`config.mk`:
```
export PLATFORM = sky130hd
export DESIGN_NAME = i2c_cmd_slave
export DESIGN_NICKNAME = d
export VERILOG_FILES = /design/src/rtl/i2c_cmd_pkg.sv /design/src/rtl/i2c_line_filter.sv /design/src/rtl/i2c_bus_events.sv /design/src/rtl/i2c_cmd_ctrl.sv /design/src/rtl/i2c_cmd_slave.sv
export SDC_FILE = /design/constraint.sdc
export NUM_CORES = 1
export LEC_CHECK = 0
export CAP_MARGIN = 40
export CORE_ASPECT_RATIO = 1.25
export CORE_UTILIZATION = 30
export CTS_BUF_LIST = sky130_fd_sc_hd__clkbuf_16
export DETAILED_ROUTE_END_ITERATION = 10
export SYNTH_ARGS = -nofsm -noshare
export SYNTH_HDL_FRONTEND = slang
export SYNTH_SLANG_ARGS = --single-unit
```
`constraint.sdc`:
```
create_clock -name clk -period 5.6 [get_ports clk]
set_input_delay 1.12 -clock clk [delete_from_list [all_inputs] [get_ports clk]]
set_output_delay 1.12 -clock clk [all_outputs]
set_load 0.05 [all_outputs]
```
`src/rtl/i2c_cmd_pkg.sv`:
```
package i2c_cmd_pkg;

  localparam int BYTE_W = 8;

  typedef enum logic [1:0] {
    PH_IDLE   = 2'd0,
    PH_ADDR   = 2'd1,
    PH_DATA   = 2'd2,
    PH_IGNORE = 2'd3
  } phase_t;

  // Strap code to device address: low, float, high (code 3 acts as high).
  function automatic logic [6:0] strap_addr(input logic [1:0] code,
                                            input logic [6:0] base);
    case (code)
      2'b00:   strap_addr = base;
      2'b01:   strap_addr = base + 7'd1;
      default: strap_addr = base + 7'd2;
    endcase
  endfunction

  function automatic logic addr_hit(input logic [6:0] addr,
                                    input logic [6:0] own,
                                    input logic [6:0] bcast);
    addr_hit = (addr == own) || (addr == bcast);
  endfunction

endpackage

```
`src/rtl/i2c_line_filter.sv`:
```
module i2c_line_filter #(
  parameter int SYNC_STAGES = 2,
  parameter int FILT_LEN    = 3
) (
  input  logic clk,
  input  logic rst_n,
  input  logic line_i,
  output logic line_o
);
  localparam int CNT_W = $clog2(FILT_LEN + 1);

  logic [SYNC_STAGES-1:0] sync_q;
  logic [CNT_W-1:0]       dev_cnt;
  logic                   sync_out;

  assign sync_out = sync_q[SYNC_STAGES-1];

  always_ff @(posedge clk or negedge rst_n) begin
    if (!rst_n) begin
      sync_q  <= '1;
      dev_cnt <= '0;
      line_o  <= 1'b1;
    end else begin
      sync_q <= {sync_q[SYNC_STAGES-2:0], line_i};
      if (sync_out == line_o) begin
        dev_cnt <= '0;
      end else if (dev_cnt == CNT_W'(FILT_LEN - 1)) begin
        line_o  <= sync_out;
        dev_cnt <= '0;
      end else begin
        dev_cnt <= dev_cnt + 1'b1;
      end
    end
  end
endmodule

```
`src/rtl/i2c_bus_events.sv`:
```
module i2c_bus_events (
  input  logic clk,
  input  logic rst_n,
  input  logic scl_f,
  input  logic sda_f,
  output logic scl_rise,
  output logic scl_fall,
  output logic start_ev,
  output logic stop_ev
);
  logic scl_d, sda_d;

  always_ff @(posedge clk or negedge rst_n) begin
    if (!rst_n) begin
      scl_d <= 1'b1;
      sda_d <= 1'b1;
    end else begin
      scl_d <= scl_f;
      sda_d <= sda_f;
    end
  end

  assign scl_rise = scl_f & ~scl_d;
  assign scl_fall = ~scl_f & scl_d;
  assign start_ev = scl_f & scl_d & sda_d & ~sda_f;
  assign stop_ev  = scl_f & scl_d & ~sda_d & sda_f;
endmodule

```
`src/rtl/i2c_cmd_ctrl.sv`:
```
module i2c_cmd_ctrl
  import i2c_cmd_pkg::*;
#(
  parameter int         DATA_BYTES = 3,
  parameter logic [6:0] BASE_ADDR  = 7'h10,
  parameter logic [6:0] BCAST_ADDR = 7'h73,
  localparam int        WORD_W     = DATA_BYTES * BYTE_W,
  localparam int        BC_W       = $clog2(DATA_BYTES + 1)
) (
  input  logic              clk,
  input  logic              rst_n,
  input  logic              scl_rise,
  input  logic              scl_fall,
  input  logic              start_ev,
  input  logic              stop_ev,
  input  logic              sda_f,
  input  logic [1:0]        strap_i,
  output logic              sda_oe,
  output logic              cmd_valid,
  output logic [WORD_W-1:0] cmd_word,
  output logic [1:0]        phase_o,
  output logic [BC_W-1:0]   byte_cnt_o,
  output logic              ack_slot_o
);
  phase_t              phase;
  logic [3:0]          bit_cnt;
  logic                in_ack;
  logic [BYTE_W-1:0]   shreg;
  logic [BC_W-1:0]     byte_cnt;
  logic [WORD_W-1:0]   word_acc;
  logic [6:0]          own_addr;
  logic                active;
  logic                byte_done;

  assign own_addr  = strap_addr(strap_i, BASE_ADDR);
  assign active    = (phase == PH_ADDR) || (phase == PH_DATA);
  assign byte_done = scl_fall && active && !in_ack && (bit_cnt == 4'd8);

  always_ff @(posedge clk or negedge rst_n) begin
    if (!rst_n) begin
      phase     <= PH_IDLE;
      bit_cnt   <= '0;
      in_ack    <= 1'b0;
      shreg     <= '0;
      byte_cnt  <= '0;
      word_acc  <= '0;
      sda_oe    <= 1'b0;
      cmd_valid <= 1'b0;
      cmd_word  <= '0;
    end else begin
      cmd_valid <= 1'b0;
      if (start_ev || stop_ev) begin
        phase    <= start_ev ? PH_ADDR : PH_IDLE;
        bit_cnt  <= '0;
        in_ack   <= 1'b0;
        byte_cnt <= '0;
        sda_oe   <= 1'b0;
      end else if (scl_rise && active && !in_ack && (bit_cnt < 4'd8)) begin
        shreg   <= {shreg[BYTE_W-2:0], sda_f};
        bit_cnt <= bit_cnt + 4'd1;
      end else if (byte_done) begin
        in_ack <= 1'b1;
        if (phase == PH_ADDR) begin
          if (addr_hit(shreg[7:1], own_addr, BCAST_ADDR) && !shreg[0]) begin
            sda_oe   <= 1'b1;
            phase    <= PH_DATA;
            byte_cnt <= '0;
          end else begin
            phase  <= PH_IGNORE;
            in_ack <= 1'b0;
          end
        end else if (byte_cnt < BC_W'(DATA_BYTES)) begin
          sda_oe   <= 1'b1;
          word_acc <= {word_acc[WORD_W-BYTE_W-1:0], shreg};
          byte_cnt <= byte_cnt + 1'b1;
          if (byte_cnt == BC_W'(DATA_BYTES - 1)) begin
            cmd_valid <= 1'b1;
            cmd_word  <= {word_acc[WORD_W-BYTE_W-1:0], shreg};
          end
        end
      end else if (scl_fall && in_ack) begin
        in_ack  <= 1'b0;
        sda_oe  <= 1'b0;
        bit_cnt <= '0;
      end
    end
  end

  assign phase_o    = phase;
  assign byte_cnt_o = byte_cnt;
  assign ack_slot_o = in_ack;
endmodule

```
`src/rtl/i2c_cmd_slave.sv`:
```
module i2c_cmd_slave
  import i2c_cmd_pkg::*;
#(
  parameter int         SYNC_STAGES = 2,
  parameter int         FILT_LEN    = 3,
  parameter int         DATA_BYTES  = 3,
  parameter logic [6:0] BASE_ADDR   = 7'h10,
  parameter logic [6:0] BCAST_ADDR  = 7'h73,
  localparam int        WORD_W      = DATA_BYTES * BYTE_W,
  localparam int        BC_W        = $clog2(DATA_BYTES + 1)
) (
  input  logic              clk,
  input  logic              rst_n,
  input  logic              scl_i,
  input  logic              sda_i,
  input  logic [1:0]        strap_i,
  output logic              sda_oe,
  output logic              cmd_valid,
  output logic [WORD_W-1:0] cmd_word
);
  logic [1:0]      raw_lines;
  logic [1:0]      filt_lines;
  logic            scl_f, sda_f;
  logic            scl_rise, scl_fall, start_ev, stop_ev;
  logic [1:0]      phase_w;
  logic [BC_W-1:0] byte_cnt_w;
  logic            ack_slot_w;

  assign raw_lines = {scl_i, sda_i};

  for (genvar g = 0; g < 2; g++) begin : g_line
    i2c_line_filter #(
      .SYNC_STAGES(SYNC_STAGES),
      .FILT_LEN   (FILT_LEN)
    ) u_filt (
      .clk   (clk),
      .rst_n (rst_n),
      .line_i(raw_lines[g]),
      .line_o(filt_lines[g])
    );
  end

  assign scl_f = filt_lines[1];
  assign sda_f = filt_lines[0];

  i2c_bus_events u_evt (
    .clk     (clk),
    .rst_n   (rst_n),
    .scl_f   (scl_f),
    .sda_f   (sda_f),
    .scl_rise(scl_rise),
    .scl_fall(scl_fall),
    .start_ev(start_ev),
    .stop_ev (stop_ev)
  );

  i2c_cmd_ctrl #(
    .DATA_BYTES(DATA_BYTES),
    .BASE_ADDR (BASE_ADDR),
    .BCAST_ADDR(BCAST_ADDR)
  ) u_ctrl (
    .clk       (clk),
    .rst_n     (rst_n),
    .scl_rise  (scl_rise),
    .scl_fall  (scl_fall),
    .start_ev  (start_ev),
    .stop_ev   (stop_ev),
    .sda_f     (sda_f),
    .strap_i   (strap_i),
    .sda_oe    (sda_oe),
    .cmd_valid (cmd_valid),
    .cmd_word  (cmd_word),
    .phase_o   (phase_w),
    .byte_cnt_o(byte_cnt_w),
    .ack_slot_o(ack_slot_w)
  );
endmodule

```
; Word level (Yosys, flattened, before mapping)
; Index checks and enable logic that the tools add are counted.
; Widths: inputs -> output; s select.
[classes]
n_reduce_logical = 29
n_eq_ne = 16
n_addsub = 4
n_mux = 39
bitwise_logic = 16
magnitude_cmp = 2
[op_table]
columns = op, count
row1 = $mux 2, 14
row2 = $mux 1, 20
row3 = $mux 4, 4
row4 = $reduce_and 2->1, 5
row5 = $not 1->1, 9
row6 = $reduce_bool 3->1, 3
row7 = $eq 2x2->1 const B, 4
row8 = $logic_and 1x1->1, 8
row9 = $ne 4x4->1 const B, 2
row10 = $reduce_and 4->1, 2
row11 = $and 1x1->1, 7
row12 = $eq 7x5->1, 1
row13 = $eq 7x7->1 const B, 1
row14 = $add 2x1->2 const B, 3
row15 = $reduce_and 6->1, 1
row16 = $reduce_and 5->1, 1
row17 = $add 4x1->4 const B, 1
row18 = $eq 2x1->1 const B, 2
row19 = $eq 4x4->1 const B, 1
row20 = $lt 4x4->1 const B, 1
row21 = $pmux 2 s2, 1
row22 = $reduce_bool 2->1, 2
row23 = $logic_or 1x1->1, 3
row24 = $ne 3x2->1 const B, 1
row25 = 7 further kinds, 9
[totals]
in_bits = 6
wordCells = 123
regBits = 71

; Logic depth before layout (Yosys ltp)
[logic_depth]
word_depth = 10
mapped_depth = 7
ltp_nobuf = 6

; Hierarchy
; Synthesis repeated with hierarchy kept, for this count alone.
[hier_totals]
cells_unflattened = 207
area_unflattened_um2 = 3096.7
[modules_own_cells]
columns = mod, cells_per_inst, instances, area_each_um2
row1 = i2c_cmd_ctrl, 181, 1, 2653.8
row2 = i2c_line_filter, 10, 2, 178.9
row3 = i2c_bus_events, 6, 1, 85.1

; Worst setup path before layout
; OpenSTA, ideal clock, no wires.
[synth_timing]
path_type = reg-to-reg
startpoint = register u_ctrl.phase[0], in the netlist u_ctrl.phase_o[0]
endpoint = register u_ctrl.word_acc[0]
required_time_ns = 5.475
period_less_slack_ns = 2.311
setup_slack_ns = 3.289
stages_incl_launch_ff = 6
arrival_time_ns = 2.186
cell_sequence = dfrtp_1 ha_1 or4b_4 nor3_4 buf_2 mux2_2
[synth_between]
elab_chain_len = 7
word_cells_on_any_way = 12
[synth_lines]
columns = item, line
row1 = from (decl), i2c_cmd_ctrl.sv:25  ; phase_t phase;
row2 = from (signal assigned), i2c_cmd_ctrl.sv:53  ; phase <= start_ev ? PH_ADDR : PH_IDLE;
row3 = $eq 2x1->1 or $eq 2x2->1 (tied branches), "i2c_cmd_ctrl.sv:36, i2c_cmd_ctrl.sv:63"
row4 = $logic_or 1x1->1, i2c_cmd_ctrl.sv:36  ; assign active = (phase == PH_ADDR) || (phase == PH_DATA);
row5 = $logic_and 1x1->1 (3 in a row), i2c_cmd_ctrl.sv:58  ; end else if (scl_rise && active && !in_ack && (bit_cnt < 4'd8)) begin
row6 = $not 1->1 (no source line), -
row7 = $reduce_and 5->1 (no source line) (*), -
row8 = to (signal assigned), i2c_cmd_ctrl.sv:74  ; word_acc <= {word_acc[WORD_W-BYTE_W-1:0], shreg};
row9 = to (decl), i2c_cmd_ctrl.sv:30  ; logic [WORD_W-1:0] word_acc;
; Every way passes the cells marked *; elsewhere a longest branch is shown, timed or not.
; A chain may end at the register's enable or synchronous reset.

; Worst setup path in the final report
[layout_timing]
startpoint = register u_ctrl.sda_oe
endpoint = output sda_oe
[layout_lines]
columns = item, line
row1 = from (decl), i2c_cmd_ctrl.sv:18  ; output logic sda_oe,
row2 = from (signal assigned), i2c_cmd_ctrl.sv:47  ; sda_oe <= 1'b0;
row3 = from (signal assigned), i2c_cmd_ctrl.sv:57  ; sda_oe <= 1'b0;
row4 = from (signal assigned), i2c_cmd_ctrl.sv:65  ; sda_oe <= 1'b1;
row5 = to (decl), i2c_cmd_slave.sv:17  ; output logic sda_oe,
; No word-level cell between the ends.

==> results by group <==
Global route
  • Largest net degree at the start of global routing: 37
  • First-pass GRT wire length: 8.76 mm
  • GRT Overall Usage: 11.1%
  • Vias in the first global route: 1766
  • Initial antenna violation count: 0
  • Total gr overflow: 0

Pwr
  • Max VDD drop: 201 uV
  • Pwr dens: 400 mW/mm^2
  • Leak: 0.00177 uW

Cells and area
  • Final non-filler cell total: 376
  • Total area of sequential cells: 0.00179 mm^2
  • Ant. Diodes: 0
  • Layout cell share with drive strength beyond 1: 33.2%
  • # nets final: 256
  • Area added between synthesis and finish: 25.8%
  • Fill count: 912
  • Multi-input logic area: 0.00113 mm^2
  • Core Util, Final: 38.8%

Floorplan
  • Die Ht: 113 um
  • I/O Pins: 32
  • Initial Util: 30.9%
  • Core box area: 0.00966 mm^2
  • Die area: 0.0103 mm^2
  • Die Wd: 91.2 um
  • Row Count: 40

Hold path
  • Worst min-delay path class: reg2reg
  • Hold Crit Start: g_line[1].u_filt.sync_q[0]

Timing
  • Tmin final: 2.67 ns
  • Final worst-path setup slack: 2.93 ns
  • Hold Slack: 0.355 ns
  • Slew Limit Fails: 0
  • Final setup fails: 0
  • Final Cycle Share: 47.8%
  • RSZ-0062 raised after global routing: no
  • Total negative slack: 0 ns
  • Final hold viol count: 0
  • Worst relative slew slack: 62.2%
  • Fmax: 0.374 GHz
  • Slew @ Worst Pin: 0.566 ns
  • Clock skew: 0.00727 ns

Detailed routing
  • WL final: 4.91 mm
  • Vias: 1732
  • Initial DRC count: 42
  • DR WL/cell: 13.1 um
  • DRC viols: 0
  • Final ANT Viol Nets: 0
  • DRT Pass-1 Iters: 4
  • Via density: 4.61

Clock tree
  • CTS tree: yes
  • Cts bufs inserted: 9
  • Hold_buf cts: 0
  • # H-tree levels: 3
  • Root buf cell: clkbuf_16
  • Post-CTS setup repair buffer count: 0
  • CTS-repair resized insts: 0
  • Clock-pin slew on the worst setup and hold paths: 0.06 ns
  • Clk Latency, worst-skew pair: 0.33 ns
  • CTS sink cnt: 71
  • Clk buf depth: 2

Logic synthesis
  • Cell accounting for the most synthesized area: dfrtp_1
  • Synth Instances: 205
  • Count leader, synth: dfrtp_1
  • Area of the mapped netlist: 0.00298 mm^2
  • Synth top cells by count: dfrtp_1 (63), mux2_2 (28), mux2_4 (20), dfstp_2 (8), inv_1 (8)
  • Top cell type's share of synthesized area: 52.9%
  • Avg Cell Area, Syn: 14.6 um^2
  • Primary FF master, synth: dfrtp_1
  • Sequential area share after synthesis: 59.9%
  • Ys Warns: 0
  • Syn nets: 216
  • Fraction of registers with async set/reset: 100%
  • Number of synthesized register bits: 71
  • Yosys cell types: 40
  • Synth top area cells: dfrtp_1 (53%), mux2_2 (11%), mux2_4 (10%)
  • Post-synth EDFFs: 0

Worst setup path
  • WS Path Type: reg2out
  • Critical path capture point type: primary output
  • CP startpoint kind: flip-flop
  • CP max FO: 2
  • R2r startpoint: u_ctrl.phase_o[0]
  • Buf/Inv on CP: 1
  • Critical path data required time: 4.48 ns
  • CP top delay family: buffers and inverters
  • Critical Path Source: u_ctrl.sda_oe
  • Critical-path cell list: clkdlybuf4s50_1
  • Flop-to-flop setup slack: 3.06 ns
  • Crit path largest cell delay: 0.82 ns
  • Worst EP arrival: 1.55 ns
  • CP max-delay cell: clkdlybuf4s50_1

Place
  • Post-DP HPWL: 3.37 mm
  • Placed cells: 360
  • Setup slack at placement: 2.76 ns
  • I/O Buffers: 31
  • Gp weighted congestion: 0.789

Run status
  • Status: complete, no violations

Flow run
  • Maxcap violations: 0
-- registers in the layout, summed over array words and instances (netlist names) --
| signal | flops |
|---|---|
| g_line.u_filt.dev_cnt | 4 |
| g_line.u_filt.line_o | 2 |
| g_line.u_filt.sync_q | 4 |
| u_ctrl.ack_slot_o | 1 |
| u_ctrl.bit_cnt | 4 |
| u_ctrl.byte_cnt_o | 2 |
| u_ctrl.cmd_valid | 1 |
| u_ctrl.cmd_word | 24 |
| u_ctrl.phase_o | 2 |
| u_ctrl.sda_oe | 1 |
| u_ctrl.shreg | 8 |
| u_ctrl.word_acc | 16 |
| u_evt.scl_d | 1 |
| u_evt.sda_d | 1 |
-- layout make-up --
| class | instances | share of cell area [%] |
|---|---|---|
| clock buffer | 9 | 6.00 |
| clock inverter | 7 | 1.97 |
| inverter | 8 | 0.801 |
| multi-input combinational | 121 | 30.1 |
| sequential | 71 | 47.6 |
| tap | 126 | 4.20 |
| timing repair buffer | 34 | 9.27 |
-- worst paths after layout --
path,to,depth (start not counted)
worst max register to register,u_ctrl.cmd_word[2],6
max in group asynchronous,u_evt.scl_d,3
worst min register to register,g_line[1].u_filt.sync_q[1],0
min in group asynchronous,u_ctrl.bit_cnt[2],2
worst min-delay path,g_line[1].u_filt.sync_q[1],0
worst max-delay path,sda_oe,1
-- per-layer routing --
metal | wire length, um | vias to the layer above | track usage, %
met2 | 2280 | 34 | 16.5
met3 | 186 | 10 | 3.93
met5 | 0 | - | 0
met4 | 112 | 0 | 6.03
met1 | 2330 | 862 | 14.3
li1 | - | 826 | -
-- metrics by stage --
stage          instance area, um^2  power, uW
2_1_floorplan                 2980        875
3_3_place_gp                  3420        943
3_5_place_dp                  3450        955
4_1_cts                       3750       1520
5_1_grt                       3750       1600
6_report                      3750       1500
-- cell usage in the layout, fill, tap and decap left out, drive strengths merged --
master	n
o21a	1
dfrtp	63
clkdlybuf4s50	30
o41ai	1
or4b	1
a21oi	1
o31a	2
and2	1
ha	5
a211o	1
nor2b	1
o22ai	2
o21ai	7
clkbuf	9
nand3b	2
a21o	1
nor4b	3
inv	10
a211oi	1
and3	1
clkinv	1
mux2i	1
or2	4
nor3	4
a31o	1
nand2	6
mux2	48
nor2	7
a221o	1
nor3b	3
nor4	1
clkinvlp	3
dfstp	8
a31oi	4
o32ai	2
bufinv	1
xnor2	3
buf	4
o311ai	1
nand3	4
-- worst reg2reg max path: stages, from the launching register on --
cell and delay, ns:
dfrtp_1 0.39, ha_1 0.31, or4b_4 0.52, nor3_4 0.34, buf_8 0.21, nand2_4 0.25
mux2_4 0.40
-- cells by family (layout without fill, tap and decap cells) --
logic type / after synthesis / count (layout) / share of synthesized area [%]
DFF: 71 / 71 / 59.9
muxes: 49 / 49 / 21.0
and+or+nand+nor: 38 / 38 / 7.89
AOI/OAI and AO/OA: 26 / 26 / 6.04
buffers and inverters: 13 / 58 / 2.22
adders and majority gates: 5 / 5 / 2.10
xor gates and xnor gates: 3 / 3 / 0.881
-- report_power, final --
group          leakage (uW)  switching (uW)  internal [uW]
sequential         0.000936            84.4            592
clock              0.000139             212            345
combinational      0.000694             136            129
total               0.00177             433           1070
Note: power is estimated with default switching activity, not from simulation.
